==> config.mk <==
export PLATFORM = sky130hd
export DESIGN_NAME = sertx_brk
export DESIGN_NICKNAME = d
export VERILOG_FILES = /design/src/rtl/sertx_pkg.sv /design/src/rtl/sertx_shift.sv /design/src/rtl/sertx_guard.sv /design/src/rtl/sertx_seq.sv /design/src/rtl/sertx_brk.sv
export SDC_FILE = /design/constraint.sdc
export NUM_CORES = 1
export LEC_CHECK = 0
export BUFFER_PORTS_ARGS = -buffer_cell sky130_fd_sc_hd__buf_2
export CORE_MARGIN = 3
export CORE_UTILIZATION = 50
export DETAILED_ROUTE_END_ITERATION = 12
export GPL_TIMING_DRIVEN = 1
export HOLD_SLACK_MARGIN = 0.12
export PLACE_DENSITY = 0.68
export SLEW_MARGIN = 20
export SYNTH_ARGS = -nofsm -noshare
export SYNTH_HDL_FRONTEND = slang
export SYNTH_HIERARCHICAL = 1
export SYNTH_SLANG_ARGS = --single-unit
export TNS_END_PERCENT = 30
==> constraint.sdc <==
create_clock -name clk -period 4.79 [get_ports clk]
set_input_delay 0.479 -clock clk [delete_from_list [all_inputs] [get_ports clk]]
set_output_delay 0.479 -clock clk [all_outputs]
set_load 0.05 [all_outputs]
==> src/rtl/sertx_pkg.sv <==
package sertx_pkg;

   typedef enum logic [1:0] {
      ST_IDLE  = 2'd0,
      ST_DATA  = 2'd1,
      ST_BRK   = 2'd2,
      ST_GUARD = 2'd3
   } tx_st_e;

   // bits in one frame: start + data + optional parity + stop
   function automatic int unsigned frame_bits(int unsigned dw, bit with_par);
      return dw + 2 + (with_par ? 1 : 0);
   endfunction

endpackage

==> src/rtl/sertx_shift.sv <==
module sertx_shift #(
   parameter int unsigned DATA_W    = 8,
   parameter bit          PARITY_EN = 1'b1
) (
   input  logic              clk,
   input  logic              rst_n,
   input  logic              load,
   input  logic              shift,
   input  logic              par_en,
   input  logic              par_odd,
   input  logic [DATA_W-1:0] data,
   output logic              line_bit
);

   localparam int unsigned SH_W = sertx_pkg::frame_bits(DATA_W, PARITY_EN);

   logic [SH_W-1:0] sreg_q;
   logic [SH_W-1:0] frame;

   generate
      if (PARITY_EN) begin : g_par
         logic pbit;
         // when parity is off the slot is filled with a mark; the
         // sequencer ends the frame before it is shifted out
         assign pbit  = par_en ? ((^data) ^ par_odd) : 1'b1;
         assign frame = {1'b1, pbit, data, 1'b0};
      end else begin : g_nopar
         logic unused_cfg;
         assign unused_cfg = par_en ^ par_odd;
         assign frame      = {1'b1, data, 1'b0};
      end
   endgenerate

   always_ff @(posedge clk or negedge rst_n) begin
      if (!rst_n) begin
         sreg_q <= '1;
      end else if (load) begin
         sreg_q <= frame;
      end else if (shift) begin
         sreg_q <= {1'b1, sreg_q[SH_W-1:1]};
      end
   end

   assign line_bit = sreg_q[0];

endmodule

==> src/rtl/sertx_guard.sv <==
module sertx_guard #(
   parameter int unsigned GUARD_W   = 8,
   parameter int unsigned MIN_GUARD = 12
) (
   input  logic               clk,
   input  logic               rst_n,
   input  logic               arm,
   input  logic               step,
   input  logic [GUARD_W-1:0] guard_len,
   output logic               last
);

   localparam logic [GUARD_W-1:0] FLOOR = GUARD_W'(MIN_GUARD);

   logic [GUARD_W-1:0] lim_q;
   logic [GUARD_W-1:0] cnt_q;
   logic [GUARD_W-1:0] lim_nx;

   assign lim_nx = (guard_len > FLOOR) ? guard_len : FLOOR;

   always_ff @(posedge clk or negedge rst_n) begin
      if (!rst_n) begin
         lim_q <= FLOOR;
         cnt_q <= '0;
      end else if (arm) begin
         lim_q <= lim_nx;
         cnt_q <= '0;
      end else if (step) begin
         cnt_q <= cnt_q + 1'b1;
      end
   end

   assign last = (cnt_q == lim_q - 1'b1);

endmodule

==> src/rtl/sertx_seq.sv <==
module sertx_seq
   import sertx_pkg::*;
#(
   parameter int unsigned DATA_W    = 8,
   parameter bit          PARITY_EN = 1'b1
) (
   input  logic              clk,
   input  logic              rst_n,
   input  logic              baud_tick,
   input  logic              wr_en,
   input  logic [DATA_W-1:0] wr_data,
   input  logic              brk_start,
   input  logic              brk_stop,
   input  logic              par_en,
   input  logic              line_bit,
   input  logic              guard_last,
   output logic              sh_load,
   output logic              sh_shift,
   output logic [DATA_W-1:0] sh_data,
   output logic              guard_arm,
   output logic              guard_step,
   output logic              txd,
   output logic              tx_ready,
   output logic              tx_empty
);

   localparam int unsigned FR_MAX = frame_bits(DATA_W, PARITY_EN);
   localparam int unsigned CNT_W  = $clog2(FR_MAX + 1);
   localparam logic [CNT_W-1:0] FR_BASE = CNT_W'(frame_bits(DATA_W, 1'b0));

   tx_st_e            st_q;
   logic [DATA_W-1:0] hold_q;
   logic              hold_full_q;
   logic              brk_pend_q;
   logic              stop_pend_q;
   logic [CNT_W-1:0]  bcnt_q;
   logic [CNT_W-1:0]  len_q;
   logic [CNT_W-1:0]  len_nx;

   logic in_brk, brk_min, last_data, free_slot;
   logic start_ok, stop_ok, wr_ok;
   logic launch_brk, launch_chr, end_brk;

   assign len_nx = FR_BASE + CNT_W'(PARITY_EN && par_en);

   assign in_brk    = (st_q == ST_BRK);
   assign brk_min   = (bcnt_q == len_q);
   assign last_data = (st_q == ST_DATA) && (bcnt_q == len_q - 1'b1);

   assign tx_ready = !hold_full_q && !(in_brk && (!brk_min || stop_pend_q));
   assign tx_empty = !hold_full_q && !brk_pend_q && (st_q == ST_IDLE);

   // a clash of both break commands is dropped as a whole
   assign start_ok = brk_start && !brk_stop && tx_ready && !brk_pend_q && !in_brk;
   assign stop_ok  = brk_stop && !brk_start && tx_ready && in_brk;
   assign wr_ok    = wr_en && tx_ready && !brk_pend_q && !in_brk && !start_ok;

   assign free_slot = baud_tick && ((st_q == ST_IDLE) || last_data ||
                                    ((st_q == ST_GUARD) && guard_last));
   assign launch_brk = free_slot && brk_pend_q;
   assign launch_chr = free_slot && !brk_pend_q && hold_full_q;
   assign end_brk    = baud_tick && in_brk && stop_pend_q;

   assign sh_load    = launch_chr;
   assign sh_shift   = baud_tick && (st_q == ST_DATA) && !last_data;
   assign sh_data    = hold_q;
   assign guard_arm  = end_brk;
   assign guard_step = baud_tick && (st_q == ST_GUARD);

   always_ff @(posedge clk or negedge rst_n) begin
      if (!rst_n) begin
         st_q   <= ST_IDLE;
         bcnt_q <= '0;
         len_q  <= FR_BASE;
      end else if (launch_brk) begin
         st_q   <= ST_BRK;
         bcnt_q <= '0;
         len_q  <= len_nx;
      end else if (launch_chr) begin
         st_q   <= ST_DATA;
         bcnt_q <= '0;
         len_q  <= len_nx;
      end else if (free_slot) begin
         st_q   <= ST_IDLE;
      end else if (end_brk) begin
         st_q   <= ST_GUARD;
      end else if (baud_tick && (st_q == ST_DATA)) begin
         bcnt_q <= bcnt_q + 1'b1;
      end else if (baud_tick && in_brk && !brk_min) begin
         bcnt_q <= bcnt_q + 1'b1;
      end
   end

   always_ff @(posedge clk or negedge rst_n) begin
      if (!rst_n) begin
         hold_q      <= '0;
         hold_full_q <= 1'b0;
      end else if (wr_ok) begin
         hold_q      <= wr_data;
         hold_full_q <= 1'b1;
      end else if (launch_chr) begin
         hold_full_q <= 1'b0;
      end
   end

   always_ff @(posedge clk or negedge rst_n) begin
      if (!rst_n) begin
         brk_pend_q  <= 1'b0;
         stop_pend_q <= 1'b0;
      end else begin
         if (start_ok)        brk_pend_q  <= 1'b1;
         else if (launch_brk) brk_pend_q  <= 1'b0;
         if (stop_ok)         stop_pend_q <= 1'b1;
         else if (end_brk)    stop_pend_q <= 1'b0;
      end
   end

   always_comb begin
      unique case (st_q)
         ST_DATA: txd = line_bit;
         ST_BRK:  txd = 1'b0;
         default: txd = 1'b1;
      endcase
   end

endmodule

==> src/rtl/sertx_brk.sv <==
module sertx_brk #(
   parameter int unsigned DATA_W    = 8,
   parameter int unsigned GUARD_W   = 8,
   parameter int unsigned MIN_GUARD = 12,
   parameter bit          PARITY_EN = 1'b1
) (
   input  logic               clk,
   input  logic               rst_n,
   input  logic               baud_tick,
   input  logic               wr_en,
   input  logic [DATA_W-1:0]  wr_data,
   input  logic               brk_start,
   input  logic               brk_stop,
   input  logic               par_en,
   input  logic               par_odd,
   input  logic [GUARD_W-1:0] guard_len,
   output logic               txd,
   output logic               tx_ready,
   output logic               tx_empty
);

   generate
      if (DATA_W < 5 || DATA_W > 9) begin : g_bad_dw
         $error("sertx_brk: DATA_W must be 5..9");
      end
      if (MIN_GUARD < 1 || MIN_GUARD >= (1 << GUARD_W)) begin : g_bad_guard
         $error("sertx_brk: MIN_GUARD must fit in GUARD_W bits and be nonzero");
      end
   endgenerate

   logic              sh_load, sh_shift, line_bit;
   logic [DATA_W-1:0] sh_data;
   logic              guard_arm, guard_step, guard_last;

   sertx_seq #(
      .DATA_W    (DATA_W),
      .PARITY_EN (PARITY_EN)
   ) u_seq (
      .clk        (clk),
      .rst_n      (rst_n),
      .baud_tick  (baud_tick),
      .wr_en      (wr_en),
      .wr_data    (wr_data),
      .brk_start  (brk_start),
      .brk_stop   (brk_stop),
      .par_en     (par_en),
      .line_bit   (line_bit),
      .guard_last (guard_last),
      .sh_load    (sh_load),
      .sh_shift   (sh_shift),
      .sh_data    (sh_data),
      .guard_arm  (guard_arm),
      .guard_step (guard_step),
      .txd        (txd),
      .tx_ready   (tx_ready),
      .tx_empty   (tx_empty)
   );

   sertx_shift #(
      .DATA_W    (DATA_W),
      .PARITY_EN (PARITY_EN)
   ) u_shift (
      .clk      (clk),
      .rst_n    (rst_n),
      .load     (sh_load),
      .shift    (sh_shift),
      .par_en   (par_en),
      .par_odd  (par_odd),
      .data     (sh_data),
      .line_bit (line_bit)
   );

   sertx_guard #(
      .GUARD_W   (GUARD_W),
      .MIN_GUARD (MIN_GUARD)
   ) u_guard (
      .clk       (clk),
      .rst_n     (rst_n),
      .arm       (guard_arm),
      .step      (guard_step),
      .guard_len (guard_len),
      .last      (guard_last)
   );

endmodule

Word-level counts from Yosys, hierarchy flattened

Cells that the tools add are included.

Register bits: 48
Latch bits: 0
Memory bits (writable): 0
Bits in read-only memories: 0
Input port bits: 24
Output and inout port bits: 3
Memories: 0

Add/sub/neg operators: 5
$mul: 0
Div/mod/pow operators: 0
Order comparisons: 1
Eq/ne operators: 8
Shift operators: 0
Multiplexer cells: 25
Bitwise gates (word level): 1
Reduce and logical (&&, ||, !) cells: 50

Operators with widths:

| operator                                                       | number |
|---|---|
| two-way mux 4 bit                                              | 8 |
| logical AND 1 bit                                              | 27 |
| two-way mux 8 bit                                              | 3 |
| two-way mux 11 bit                                             | 2 |
| nonzero test 2 bit                                             | 6 |
| logical NOT 1 bit                                              | 9 |
| adder 8 x 1 -> 8 bit (second input constant)                   | 1 |
| == test 4 bit                                                  | 2 |
| == test 8 bit                                                  | 1 |
| greater-than comparator 8 x 4 -> 1 bit (second input constant) | 1 |
| two-way mux 2 bit                                              | 4 |
| nonzero test 4 bit                                             | 2 |
| parity 8 bit                                                   | 1 |
| subtractor 8 x 1 -> 8 bit (second input constant)              | 1 |
| two-way mux 1 bit                                              | 7 |
| adder 4 x 1 -> 4 bit (first input constant)                    | 1 |
| adder 4 x 1 -> 4 bit (second input constant)                   | 1 |
| == test 2 bit (second input constant)                          | 2 |
| subtractor 4 x 1 -> 4 bit (second input constant)              | 1 |
| logical OR 1 bit                                               | 3 |
| != test 3 x 2 -> 1 bit (second input constant)                 | 1 |
| != test 3 bit (second input constant)                          | 1 |
| AND reduction 3 bit                                            | 1 |
| == test 2 x 1 -> 1 bit (second input constant)                 | 1 |
| other kinds (3)                                                | 3 |

Depth between registers and ports, before layout

Word-level depth: 12
Mapped depth: 15

Hierarchy

Netlist, hierarchy kept.

By module, submodules not included:

| module      | times used | cells an instance | area each (µm²) |
|---|---|---|---|
| sertx_guard | 1          | 102               | 984.7 |
| sertx_seq   | 1          | 82                | 929.6 |
| sertx_shift | 1          | 48                | 525.5 |

Worst setup path after synthesis

Ideal clock, no wire load.

Path type: flip-flop to flip-flop
From: reg u_guard.lim_q[0]
To: reg u_shift.sreg_q[8]
Library setup time: 0.079 ns
Arrival: 2.434 ns
Data required time: 4.711 ns
Path slack: 2.277 ns
Cell stages (with the launch flop): 16
Buffers on the path: 3
Clock period less this slack: 2.513 ns
Cell sequence: dfrtp_1 -> inv_1 -> ha_1 -> buf_2 -> nor4_1 -> a32o_1 -> nand3b_1 -> a211oi_2 -> nand2_1 -> nand2_1 -> o211ai_4 -> nor2_1 -> clkbuf_1 -> clkbuf_1 -> nand2_1 -> o21ai_0

Word-level cells in the longest chain between the ends: 8
Elaborated cells between the ends (all ways): 9

Ends and longest elaborated chain:

| item                                                     | RTL line          | text |
|---|---|---|
| start: declaration                                       | sertx_guard.sv:15 | `logic [GUARD_W-1:0] lim_q;` |
| start signal: assignment                                 | sertx_guard.sv:26 | `lim_q <= lim_nx;` |
| subtractor 8 x 1 -> 8 bit *                              | sertx_guard.sv:33 | `assign last = (cnt_q == lim_q - 1'b1);` |
| == test 8 bit *                                          | sertx_guard.sv:33 |  |
| named net guard_last                                     | sertx_brk.sv:33   | `logic guard_arm, guard_step, guard_last;` |
| logical AND 1 bit *                                      | sertx_seq.sv:59   | `((st_q == ST_GUARD) && guard_last));` |
| logical OR 1 bit *                                       | sertx_seq.sv:58   | `assign free_slot = baud_tick && ((st_q == ST_IDLE) \|\| last_data \|\|` |
| logical AND 1 bit *                                      | sertx_seq.sv:58   |  |
| logical AND 1 bit * (2 in a row)                         | sertx_seq.sv:61   | `assign launch_chr = free_slot && !brk_pend_q && hold_full_q;` |
| named net sh_load                                        | sertx_brk.sv:31   | `logic sh_load, sh_shift, line_bit;` |
| two-way mux 11 bit or nonzero test 2 bit (tied branches) | -                 |  |
| end signal: assignment                                   | sertx_shift.sv:38 | `sreg_q <= frame;` |
| end signal: assignment                                   | sertx_shift.sv:40 | `sreg_q <= {1'b1, sreg_q[SH_W-1:1]};` |
| end: declaration                                         | sertx_shift.sv:17 | `logic [SH_W-1:0] sreg_q;` |

The timed path passes the listed nets; every way through them passes the cells marked *.
A chain may end at the register's enable or synchronous reset.

Final worst setup path

From: reg u_guard.lim_q[0]
To: reg u_shift.sreg_q[9]

Same word-level chain as after synthesis.

==> flow_summary.ini <==
[run_status]
status = completed

[synth]
synth_edf_count = 0
ys_warn_count = 6
synth-compound-area-share_pct = 11.1
synthMuxAreaShare_pct = 11.9
synth_top_family_by_area = simple AND/OR/NAND/NOR gates
yosysTopAreaCellShare_pct = 32.8
synth_commonest_cells = dfrtp_1, nor2_1, nand2_1, o21ai_0
synth_most_common_cell = dfrtp_1
syn-cell-area_sq_um = 2440
synthTopCellsByArea = dfrtp_1, dfstp_2, mux2_2
synth_fp_nets = 259
synth-adder-area-share_pct = 1.54
synth_xor_area_share_pct = 10.2
ys_seq_elements = 44
synth-simple-area-share_pct = 16.5
synth_area_per_cell_sq_um = 10.5
synth_area_leader_cell = dfrtp_1
async_reset_ff_share_pct = 100
synth-main-ff-cell = dfrtp_1
ys_types = 45
synth_cells = 232
synth_seq_area_share_pct = 45.7

[clock_tree]
clockRootBuffer = clkbuf_8
clk_latency_ns = 0.30
postCtsSetupRepairBufs = 0
cts_tree = built
clock_sinks = 44
clockBufferDepth = 2
cts_resized = 0
clk_pin_slew_ns = 0.09
cts_buffers = 5
h-tree-depth = 2
cts_hold_buf = 0

[floorplan]
coreArea_sq_um = 4530
io_pins = 27
die_area_sq_um = 5750
die_h_um = 75.9
rows = 24
die_w_um = 75.9
initial_core_util_pct = 53.8

[timing]
min_period_ns = 2.96
max_freq_mhz = 338
setup_viol = 0
finalCritPeriodShare_pct = 61.9
setup_slack_ns = 1.83
slew_headroom_pct = 33.0
worstMarginPinSlew_ns = 1.00
rsz0062_at_grt = no
setup_tns_ns = 0
finalHoldViolCount = 0
slew_violations = 0
clock-skew-final_ns = 0.00682

[routing]
viasPerCell = 5.19
wire_per_inst_um = 13.6
first_pass_iters = 4
drcViolationCount = 0
wirelength_um = 4340
postRouteAntennaNets = 0
vias = 1661
drt_first_iter_violations = 64

[finish]
n_antenna_cell = 0
drive_above_1_share_pct = 27.5
final_area_sq_um = 2710
fillCellCount = 396
final_nets = 281
syn2layout_area_growth_pct = 11.2

[placement]
dp_slack_ns = 1.84
dpl.hpwl_um = 3160
io_buffers = 26
gp_congestion = 0.881
dpl_cell_area_sq_um = 2600

[pwr]
seqPwrFrac_pct = 41.9
sw_frac_of_total_pct = 38.9
switching_power_w = 0.000681
ir_worst_vdd_uv = 520
combPwrFrac_pct = 41.3
p_int_w = 0.00107
power.share.clock_pct = 16.8
powerDensity_nw_per_um2 = 645
p_leak_nw = 1.15

[global_route]
grt_pass1_vias = 1586
grt_pass1_wl_um = 7250
grt_max_degree = 45
grt.total_usage_pct = 16.8
antenna_found_initial = 0
overflow = 0

[worst_setup_path]
startpoint_type = register
cpPeakStageDelay_ns = 0.76
crit_chain = inv_1 > ha_1 > nor4_1 > a32o_1 > nand3b_1 > a211oi_2 > nand2_1 > nand2_1 > o211ai_4 > nor2_1 > nor3_1 > a31oi_1
crit_required_ns = 5.03
cp_common_cell = nand2_1
critPathKind = register to register
slowest_stage = nor2_1
cp_max_fo = 19
end_kind = register
crit_arrival_ns = 3.20

[flow_run]
cap_violations = 0

[worst_hold_path]
hold_path.class = input pin to asynchronous set/reset pin
==> logic make-up after synthesis <==
kind of cell / after synthesis
flops: 44
simple gates: 78
xor+xnor: 26
compound gates: 38
buf+inv: 16
fa+ha+maj: 3
mux: 27
==> layout by cell type, fill, tap and decap left out, drive strengths merged, types with 2 or more instances in the layout <==
cell type  count
nor2          26
a21boi         2
a21oi          7
o22ai          3
a31oi          3
nand2b         5
nor4           4
xnor2         12
nand3          2
clkbuf         5
ha             3
nor3           2
or3            4
and3           2
dfstp         12
o21ai         17
mux2          14
nand2         21
nand3b         2
xor2          13
inv            6
mux2i         13
dfrtp         32
nand4          5
buf           26
==> metrics by stage <==
| step | power (W) | instances | utilization, % | hold slack (ns) |
|---|---|---|---|---|
| after floorplan | 0.00132 | 232 | - | 0.183 |
| after global placement | 0.00144 | 312 | 57.3 | 0.514 |
| after detailed placement | 0.00147 | 312 | 57.3 | 0.524 |
| after CTS | 0.00177 | 320 | 59.8 | 0.340 |
| after global routing | 0.00187 | 320 | 59.8 | 0.355 |
| final | 0.00175 | 320 | 59.8 | 0.321 |
==> final timing paths <==
kind / slack [ns] / to / from / cells after the start
worst max-delay path: 1.83 / u_shift/sreg_q[9] / u_guard/lim_q[0] / 12
worst min-delay path: 0.32 / u_guard/cnt_q[2] / rst_n / 1
worst max register to register: 1.83 / u_shift/sreg_q[9] / u_guard/lim_q[0] / 12
worst min register to register: 0.54 / u_shift/sreg_q[6] / u_seq/sh_data[5] / 2
max in group asynchronous: 3.89 / u_seq/hold_full_q / rst_n / 1
min in group clk: 0.35 / u_shift/sreg_q[9] / par_en / 2
==> layer usage <==
metal | GRT usage [%] | up-vias | routed length (um)
li1 | - | 848 | -
met1 | 22.5 | 779 | 2130
met2 | 25.6 | 28 | 1960
met3 | 4.35 | 6 | 170
met4 | 7.77 | 0 | 70
met5 | 0 | - | 0
==> power by group through the flow <==
stage               clock network [W]  logic (W)  registers [W]
floorplan                           0   0.000637       0.000682
global placement                    0   0.000709       0.000736
detailed placement                  0   0.000724       0.000743
CTS                          0.000306   0.000727       0.000736
global route                 0.000320   0.000793       0.000760
finish                       0.000294   0.000722       0.000733
==> critical path: cells and delay by family, from the launching register on <==
kind,cells,cell delay (ns)
buf+inv,1,0.08
fa+ha+maj,1,0.29
flops,1,0.44
compound gates,4,0.72
simple gates,6,1.37
==> final cells by class <==
cell class	instances	area (sq um)	area share (%)
multi-input cells	172	1250	46.1
flip-flops and latches	44	1120	41.1
repair buffers	26	130	4.80
well taps	65	81.3	3.00
clock buffers	5	68.8	2.54
clock inverters	3	46.3	1.71
inverters	5	18.8	0.692
==> state kept, by name (all words and copies together), names as in the netlist <==
name / flops
u_seq/brk_pend_q: 1
u_shift/sreg_q: 10
u_seq/sh_data: 8
u_seq/hold_full_q: 1
u_guard/cnt_q: 8
u_seq/st_q: 2
u_guard/lim_q: 8
u_seq/len_q: 1
u_seq/bcnt_q: 4
u_seq/stop_pend_q: 1
Note: power is estimated with default switching activity, not from simulation.
